===== src/rtl/bhm_pkg.sv =====
// Shared widths, status codes and the history record layout.
// Assumes: address and data widths are fixed for the whole monitor.
package bhm_pkg;
    localparam int ADDR_W = 16;
    localparam int DATA_W = 16;

    typedef enum logic [1:0] {
        ST_OK    = 2'b00,
        ST_TMO   = 2'b01,
        ST_ABORT = 2'b10,
        ST_PROTO = 2'b11
    } status_t;

    typedef struct packed {
        logic [ADDR_W-1:0] addr;
        logic [DATA_W-1:0] data;
        logic              write;
        status_t           status;
    } rec_t;
endpackage


===== src/rtl/bhm_tracker.sv =====
// Follows one bus request at a time and emits one record when it closes.
// Closing events are acceptance, timeout, withdrawal and protocol error.
// Assumes: the bus carries at most one outstanding request. A timed-out
// request is ignored until bus_valid falls.
module bhm_tracker
    import bhm_pkg::*;
#(
    parameter int TMO_W = 8
) (
    input  logic              clk,
    input  logic              rst_n,
    input  logic              bus_valid,
    input  logic              bus_write,
    input  logic [ADDR_W-1:0] bus_addr,
    input  logic [DATA_W-1:0] bus_data,
    input  logic              bus_ready,
    input  logic [TMO_W-1:0]  cfg_limit,
    output logic              log_en,
    output rec_t              log_rec
);
    typedef enum logic [1:0] {T_IDLE, T_PEND, T_STALE} tstate_t;

    tstate_t           st, st_nx;
    logic [ADDR_W-1:0] cap_addr;
    logic              cap_wr;
    logic [DATA_W-1:0] last_data;
    logic              viol, viol_nx;
    logic [TMO_W-1:0]  wait_cnt, wait_nx;
    logic              chg;
    logic [TMO_W:0]    wait_inc;

    assign chg      = (bus_addr != cap_addr) || (bus_write != cap_wr);
    assign wait_inc = {1'b0, wait_cnt} + 1'b1;

    // Next state and close-event decode for the current cycle.
    always_comb begin
        st_nx   = st;
        viol_nx = viol;
        wait_nx = wait_cnt;
        log_en  = 1'b0;
        log_rec = '0;
        unique case (st)
            T_IDLE: if (bus_valid) begin
                log_rec.addr  = bus_addr;
                log_rec.data  = bus_data;
                log_rec.write = bus_write;
                viol_nx       = 1'b0;
                wait_nx       = TMO_W'(1);
                if (bus_ready) begin
                    log_en         = 1'b1;
                    log_rec.status = ST_OK;
                end else if (cfg_limit == TMO_W'(1)) begin
                    log_en         = 1'b1;
                    log_rec.status = ST_TMO;
                    st_nx          = T_STALE;
                end else begin
                    st_nx = T_PEND;
                end
            end
            T_PEND: begin
                log_rec.addr  = cap_addr;
                log_rec.write = cap_wr;
                if (!bus_valid) begin
                    log_en         = 1'b1;
                    log_rec.data   = last_data;
                    log_rec.status = viol ? ST_PROTO : ST_ABORT;
                    st_nx          = T_IDLE;
                end else begin
                    log_rec.data = bus_data;
                    viol_nx      = viol | chg;
                    if (bus_ready) begin
                        log_en         = 1'b1;
                        log_rec.status = viol_nx ? ST_PROTO : ST_OK;
                        st_nx          = T_IDLE;
                    end else if (cfg_limit != '0 && wait_inc == {1'b0, cfg_limit}) begin
                        log_en         = 1'b1;
                        log_rec.status = viol_nx ? ST_PROTO : ST_TMO;
                        st_nx          = T_STALE;
                    end else if (wait_cnt != '1) begin
                        wait_nx = wait_inc[TMO_W-1:0];
                    end
                end
            end
            default: if (!bus_valid) st_nx = T_IDLE;
        endcase
    end

    // Request state and first-cycle capture registers.
    always_ff @(posedge clk) begin
        if (!rst_n) begin
            st        <= T_IDLE;
            cap_addr  <= '0;
            cap_wr    <= 1'b0;
            last_data <= '0;
            viol      <= 1'b0;
            wait_cnt  <= '0;
        end else begin
            st       <= st_nx;
            viol     <= viol_nx;
            wait_cnt <= wait_nx;
            if (bus_valid) last_data <= bus_data;
            if (st == T_IDLE && bus_valid) begin
                cap_addr <= bus_addr;
                cap_wr   <= bus_write;
            end
        end
    end

    // a completed record only on a handshake cycle
    a_r2_ok_on_handshake: assert property (@(posedge clk) disable iff (!rst_n)
        (log_en && log_rec.status == ST_OK) |-> (bus_valid && bus_ready));
    // a timeout only while still waiting with a limit set
    a_r3_tmo_waiting: assert property (@(posedge clk) disable iff (!rst_n)
        (log_en && log_rec.status == ST_TMO) |-> (bus_valid && !bus_ready && cfg_limit != '0));
    // a withdrawal only once valid has dropped
    a_r4_abort_no_valid: assert property (@(posedge clk) disable iff (!rst_n)
        (log_en && log_rec.status == ST_ABORT) |-> !bus_valid);
endmodule


===== src/rtl/bhm_ring.sv =====
// Circular record store. The write pointer wraps and the count saturates.
// Reads are combinational and indexed from the newest record.
// Assumes: DEPTH is a power of two.
module bhm_ring
    import bhm_pkg::*;
#(
    parameter int DEPTH = 8,
    localparam int IW = $clog2(DEPTH)
) (
    input  logic          clk,
    input  logic          rst_n,
    input  logic          we,
    input  rec_t          wr_rec,
    input  logic [IW-1:0] rd_index,
    output rec_t          rd_rec,
    output logic          rd_valid,
    output logic [IW:0]   count
);
    rec_t          slot [DEPTH];
    logic [IW-1:0] wr_ptr;
    logic [IW-1:0] rd_slot;

    genvar g;
    generate
        for (g = 0; g < DEPTH; g++) begin : g_slot
            // Holds one record. Loaded when the pointer selects this slot.
            always_ff @(posedge clk) begin
                if (!rst_n)                        slot[g] <= '0;
                else if (we && wr_ptr == IW'(g))   slot[g] <= wr_rec;
            end
        end
    endgenerate

    // Write pointer wrap and saturating count.
    always_ff @(posedge clk) begin
        if (!rst_n) begin
            wr_ptr <= '0;
            count  <= '0;
        end else if (we) begin
            wr_ptr <= wr_ptr + 1'b1;
            if (count != (IW+1)'(DEPTH)) count <= count + 1'b1;
        end
    end

    // Newest-first read mapping.
    always_comb begin
        rd_slot  = wr_ptr - IW'(1) - rd_index;
        rd_rec   = slot[rd_slot];
        rd_valid = {1'b0, rd_index} < count;
    end

    // the count never passes the depth
    a_r6_count_bound: assert property (@(posedge clk) disable iff (!rst_n)
        count <= (IW+1)'(DEPTH));
    // the count grows by one per record until full
    a_r6_count_step: assert property (@(posedge clk) disable iff (!rst_n)
        (we && count < (IW+1)'(DEPTH)) |=> count == $past(count) + 1'b1);
endmodule


===== src/rtl/bhm_irq.sv =====
// Level interrupt: set by error records, cleared by acknowledge.
// A set in the same cycle as an acknowledge wins.
module bhm_irq (
    input  logic clk,
    input  logic rst_n,
    input  logic err,
    input  logic ack,
    output logic irq
);
    // Interrupt flag: set by error, cleared by ack.
    always_ff @(posedge clk) begin
        if (!rst_n)   irq <= 1'b0;
        else if (err) irq <= 1'b1;
        else if (ack) irq <= 1'b0;
    end
endmodule


===== src/rtl/bus_hist_mon.sv =====
// Passive bus transaction history monitor. It logs every closed request,
// classifies abnormal endings and raises a level interrupt on them.
// Assumes: it only observes the bus. cfg_limit is held steady by software.
module bus_hist_mon
    import bhm_pkg::*;
#(
    parameter int DEPTH = 8,
    parameter int TMO_W = 8,
    localparam int IW = $clog2(DEPTH)
) (
    input  logic              clk,
    input  logic              rst_n,
    input  logic              bus_valid,
    input  logic              bus_write,
    input  logic [ADDR_W-1:0] bus_addr,
    input  logic [DATA_W-1:0] bus_data,
    input  logic              bus_ready,
    input  logic [TMO_W-1:0]  cfg_limit,
    input  logic              irq_ack,
    input  logic [IW-1:0]     rd_index,
    output logic              rd_valid,
    output logic [ADDR_W-1:0] rd_addr,
    output logic [DATA_W-1:0] rd_data,
    output logic              rd_write,
    output logic [1:0]        rd_status,
    output logic [IW:0]       hist_count,
    output logic              irq
);
    logic log_en;
    rec_t log_rec;
    rec_t rd_rec;
    logic err_log;

    bhm_tracker #(.TMO_W(TMO_W)) u_trk (
        .clk(clk), .rst_n(rst_n), .bus_valid(bus_valid), .bus_write(bus_write),
        .bus_addr(bus_addr), .bus_data(bus_data), .bus_ready(bus_ready),
        .cfg_limit(cfg_limit), .log_en(log_en), .log_rec(log_rec)
    );

    bhm_ring #(.DEPTH(DEPTH)) u_ring (
        .clk(clk), .rst_n(rst_n), .we(log_en), .wr_rec(log_rec),
        .rd_index(rd_index), .rd_rec(rd_rec), .rd_valid(rd_valid), .count(hist_count)
    );

    assign err_log = log_en && (log_rec.status != ST_OK);

    bhm_irq u_irq (.clk(clk), .rst_n(rst_n), .err(err_log), .ack(irq_ack), .irq(irq));

    assign rd_addr   = rd_rec.addr;
    assign rd_data   = rd_rec.data;
    assign rd_write  = rd_rec.write;
    assign rd_status = rd_rec.status;

    // any error record raises the interrupt
    a_r7_irq_on_error: assert property (@(posedge clk) disable iff (!rst_n)
        (log_en && log_rec.status != ST_OK) |=> irq);
    // no error record and no prior interrupt keeps it low
    a_r8_irq_quiet: assert property (@(posedge clk) disable iff (!rst_n)
        (!irq && !(log_en && log_rec.status != ST_OK)) |=> !irq);
endmodule


===== config.mk =====
export PLATFORM = sky130hd
export DESIGN_NAME = bus_hist_mon
export DESIGN_NICKNAME = d
export VERILOG_FILES = /design/src/rtl/bhm_pkg.sv /design/src/rtl/bhm_tracker.sv /design/src/rtl/bhm_ring.sv /design/src/rtl/bhm_irq.sv /design/src/rtl/bus_hist_mon.sv
export SDC_FILE = /design/constraint.sdc
export NUM_CORES = 1
export LEC_CHECK = 0
export ABC_CLOCK_PERIOD_IN_PS = 4700
export BUFFER_PORTS_ARGS = -buffer_cell sky130_fd_sc_hd__buf_4
export CORE_ASPECT_RATIO = 0.8
export CORE_MARGIN = 5
export CORE_UTILIZATION = 23
export CTS_CLUSTER_SIZE = 30
export DETAILED_ROUTE_END_ITERATION = 8
export SYNTH_ARGS = -nofsm -noshare
export SYNTH_HDL_FRONTEND = slang
export SYNTH_HIERARCHICAL = 1
export SYNTH_SLANG_ARGS = --single-unit

===== constraint.sdc =====
create_clock -name clk -period 4.7 [get_ports clk]
set_input_delay 0.47 -clock clk [delete_from_list [all_inputs] [get_ports clk]]
set_output_delay 0.47 -clock clk [all_outputs]
set_load 0.03 [all_outputs]

# Word level (Yosys, flattened, before mapping)
# Memories as Yosys holds them, arrays and structs flattened.
# Index checks and enable logic that the tools add are counted.
[word_totals]
register_bits = 52
ramBits = 280
out_inout_bits = 41
in_bits = 49
n_memories = 1
elab_cells = 139
[classes]
eq_ne = 22
magnitude_cmp = 1
bitwise = 9
n_reduce_logical = 22
n_mux = 70
add_sub_neg = 5
[memory_table]
columns = ["name", "words", "word_bits", "rd", "rd_ports_with_merged_regs", "wr", "line_no", "source"]
rows = [
  ["u_ring.slot", 8, 35, 1, 0, 8, "bhm_ring.sv:19", "rec_t slot [DEPTH];"],
]
[ops]
columns = ["operator", "n"]
rows = [
  ["2-to-1 mux 35 bit", 9],
  ["case mux 35 bit (2 select lines)", 1],
  ["2-to-1 mux 8 bit", 5],
  ["2-to-1 mux 1 bit", 37],
  ["2-to-1 mux 2 bit", 13],
  ["2-to-1 mux 16 bit", 1],
  ["inequality test 16 bit", 1],
  ["case mux 8 bit (2 select lines)", 1],
  ["equality test 3 bit, second input constant", 4],
  ["logical AND 1 bit", 11],
  ["inequality test 2 bit, second input constant", 5],
  ["adder 8 x 1 -> 9 bit, second input constant", 1],
  ["equality test 9 x 8 -> 1 bit", 1],
  ["OR 1 bit", 9],
  ["equality test 8 x 1 -> 1 bit, second input constant", 1],
  ["inequality test 8 bit, second input constant", 1],
  ["nonzero test 8 bit", 1],
  ["equality test 3 x 2 -> 1 bit, second input constant", 2],
  ["AND reduction 6 bit", 1],
  ["nonzero test 2 bit", 3],
  ["adder 4 x 1 -> 4 bit, second input constant", 1],
  ["< comparator 3 x 4 -> 1 bit", 1],
  ["inequality test 4 x 3 -> 1 bit, second input constant", 1],
  ["inequality test 4 bit, second input constant", 1],
  ["other kinds (16)", 17],
]

# Longest topological paths before layout
[depth]
ltp_word = 12
depth_mapped = 13
mapped_depth_nobuf = 10

# By module
# The synthesis kept the hierarchy.
[by_module_without_submodules]
columns = ["module", "n_inst", "area_each_um2", "cells_each"]
rows = [
  ["bhm_ring", 1, 13235.2, 797],
  ["bhm_tracker", 1, 2700.1, 357],
  ["bhm_irq", 1, 41.3, 3],
  ["bus_hist_mon", 1, 7.5, 1],
]

# Worst setup path after synthesis
# OpenSTA, ideal clock, no wires.
[synth_timing]
kind = "reg2reg"
startpoint = "register u_trk.wait_cnt[0]"
endpoint = "memory u_ring/slot[3][0] (netlist bit), enable pin"
setup_slack_ns = 0.854
required_ns = 4.307
arrival_time_ns = 3.454
path_stages_with_launch = 12
cell_sequence = "dfxtp_1 ha_1 and3_1 a211o_1 a211o_1 nor4_1 buf_2 nor2_1 a311oi_1 buf_1 nand2_1 nand2_1"
[synth_lines]
columns = ["element", "line_no", "source"]
rows = [
  ["start, declared", "bhm_tracker.sv:28", "logic [TMO_W-1:0] wait_cnt, wait_nx;"],
  ["start signal, assigned", "bhm_tracker.sv:100", "wait_cnt <= wait_nx;"],
  ["end, declared", "bhm_ring.sv:19", ""],
]

# Worst setup path after layout
[layout_timing]
startpoint = "register u_ring.wr_ptr[0]"
endpoint = "output port rd_status[0]"
[layout_via]
elab_chain_cells = 3
[layout_rtl]
columns = ["element", "line_no", "source"]
rows = [
  ["start, declared", "bhm_ring.sv:20", "logic [IW-1:0] wr_ptr;"],
  ["start signal, assigned", "bhm_ring.sv:40", "wr_ptr <= wr_ptr + 1'b1;"],
  ["subtractor 3 x 1 -> 3 bit", "bhm_ring.sv:47", "rd_slot = wr_ptr - IW'(1) - rd_index;"],
  ["subtractor 3 bit", "bhm_ring.sv:47", ""],
  ["memory (8 x 35 bit)", "-", ""],
  ["end, declared", "bus_hist_mon.sv:25", "output logic [1:0] rd_status,"],
]
# Every way passes these cells.

==> results.cfg <==
[floorplan]
start_util_pct = 23.2
fp.dieW_um = 305
coreArea_um2 = 68900
dieArea_um2 = 74900
dieHeight_um = 246
num_rows = 86
pin_count = 90

[drt]
drc = 0
drtPass1Iterations = 7
vias_per_cell = 4.38
wire_per_inst_um = 19.5
first_iter_violations = 787
via_count = 9600
ant_nets = 0
routed_wl_mm = 42.7

[clock_network]
root_buffer = clkbuf_16
cts_setup_buffers = 0
clk_pin_slew_ns = 0.06
htreeDepth = 2
cts_resized = 0
cts_tree = built
cts_buffer_depth = 3
cts_buffers = 37
clock_sinks = 332
cts_hold_buf = 0
clk_latency_ns = 0.52

[global_routing]
grt_pass1_vias = 9629
overflow = 0
grt_max_degree = 70
antenna_found_initial = 2
grt_usage_pct = 11.1
grt_pass1_wl_mm = 63.2

[sta]
tightestPinTransition_ns = 1.16
fin_ws_ns = 0.828
min_period_over_period_pct = 82.4
slew_violations = 0
setup_viol = 0
skew_ns = 0.0144
slew_headroom_pct = 22.5
rsz0062_at_grt = no
timing.fmax_mhz = 258
setup_tns_ns = 0
finalHoldViolCount = 0
finalCriticalPeriod_ns = 3.87

[finish]
area_growth_pct = 18.3
final_common_cell = and2_1
antennaDiodeCount = 0
mostFrequentLayoutCells = 287 x and2_1, 280 x edfxtp_1, 126 x nand2_1, 121 x buf_4, 52 x dfxtp_1
drive_gt1_share_pct = 19.2
nNetsFinal = 1303

[synth]
yosys_warnings = 6
yosys_register_bits = 332
syn_inst = 1158
ys.flop_type = edfxtp_1
ys_types = 65
synth_edf_count = 280
syn_nets = 1220
synth-seq-area-share_pct = 59.1
syn_area_um2 = 16000
synth.avg_cell_area_um2 = 13.8
synthArstFlopShare_pct = 0

[critical_path]
crit_arrival_ns = 3.40
cp_max_fo = 20
r2r-end = u_ring/slot[0][15]
start_kind = register
crit_required_ns = 4.23
r2r-start = u_trk/wait_cnt[0]
end_kind = output pin
reg2regPathDepth = 13
crit_type = reg -> out
reg2reg_setup_slack_ns = 0.90

[power_and_ir_drop]
p_per_area_nw_per_um2 = 391
p_leak_nw = 7.17
ir_drop_uv = 256
power_mw = 7.39

[worst_hold_path]
hp-class = in -> reg
hold-path-endpoint = u_trk/cap_addr[8]
hold_start = bus_addr[8]
min_path_cells = 3

[placed_design]
gp_congestion = 0.782
dp_slack_ns = 0.954
hpwlAfterDp_mm = 28.0
io_buffer_count = 89

[outcome]
status = finished, final reports clean

[flow_run]
cap_viol_max_count = 0
Yosys cell counts, types with 2 or more instances:
master	count	share of area, %
nor4_1	8	0.31
a21oi_1	18	0.56
clkbuf_1	60	1.4
inv_1	11	0.26
and3_1	10	0.39
mux2_2	31	2.2
or3_1	2	0.078
mux2i_1	2	0.13
nor2_1	10	0.23
o41ai_2	3	0.31
o211ai_1	4	0.19
ha_1	12	0.94
and4_1	2	0.11
buf_6	9	0.63
and2_1	287	11
nand4_1	3	0.12
o21ai_0	3	0.094
mux4_1	48	7.9
nand2_1	126	3.0
o211a_1	2	0.13
buf_2	9	0.28
a21boi_0	35	1.6
mux2_4	4	0.38
dfxtp_1	52	6.5
xnor2_1	14	0.77
mux4_2	22	3.1
nor2b_1	5	0.20
a211o_1	2	0.11
edfxtp_1	280	53
nand2b_1	18	0.70
o21a_1	3	0.14
xor2_1	16	0.88
a32oi_1	2	0.11
nand3_1	8	0.25
a311o_1	3	0.19
o311ai_1	2	0.11
o22ai_1	2	0.078
buf_4	3	0.14
critical path, cell delays in order, from the launching register on:
cell and delay (ns):
dfxtp_1 0.40, ha_4 0.20, fa_2 0.33, xnor2_1 0.23
xnor2_4 0.68, buf_4 0.45, mux2_2 0.40, buf_4 0.17
cell type report:
class	count	area, um2
inverters	11	41.3
multi-input cells	733	6130
flip-flops and latches	332	9450
clock inverters	18	114
repair buffers	126	1010
well taps	924	1160
clock buffers	50	1020
fillers	7085	49900
power breakdown:
group | switching (mW) | total (mW) | leakage [nW] | internal [mW]
sequential | 0.0467 | 3.37 | 3.33 | 3.33
clock | 1.15 | 2.73 | 0.551 | 1.58
combinational | 0.756 | 1.29 | 3.29 | 0.533
total | 1.95 | 7.39 | 7.17 | 5.44
sequential cells by signal, indices dropped and copies added (netlist names):
name,flops
u_ring/slot,280
u_trk/cap_addr,16
u_trk/last_data,16
u_trk/wait_cnt,8
u_ring/count,4
u_ring/wr_ptr,3
u_trk/st,2
u_irq/irq,1
u_trk/cap_wr,1
u_trk/viol,1
metal layers:
metal | global-route usage [%] | routed length (um) | vias to the layer above
li1 | - | - | 4394
met1 | 15.3 | 19200 | 4820
met5 | 0 | 13 | -
met3 | 2.25 | 2820 | 62
met2 | 18.1 | 19900 | 322
met4 | 2.36 | 752 | 2
metrics by stage:
step                      hold WS, ns  util, %  std cells  cell area, um2
after floorplan                 0.457        -       1158           16000
after global placement          0.467     25.8       2126           17800
after detailed placement        0.476     25.8       2126           17800
after CTS                       0.228     27.5       2194           18900
after global routing            0.248     27.5       2194           18900
final                           0.248     27.5       2194           18900
kinds of logic after synthesis:
| group | synth area share [%] |
|---|---|
| AND/OR/NAND/NOR | 17.2 |
| flip-flops | 59.1 |
| AO/OA/AOI/OAI | 4.27 |
| multiplexers | 13.7 |
| XOR/XNOR | 1.89 |
| buffers and inverters | 2.75 |
| adder cells (fa/ha/maj) | 1.06 |
worst max-delay path by stage:
stage,startpoint,endpoint
floorplan,u_trk/wait_cnt[0],u_ring/slot[3][0]
global placement,u_trk/wait_cnt[0],u_ring/slot[5][33]
detailed placement,u_trk/wait_cnt[0],u_ring/slot[1][11]
CTS,u_ring/wr_ptr[0],rd_status[0]
global route,u_trk/wait_cnt[0],u_ring/slot[1][14]
finish,u_ring/wr_ptr[0],rd_status[0]
(Power assumes the default switching activity.)
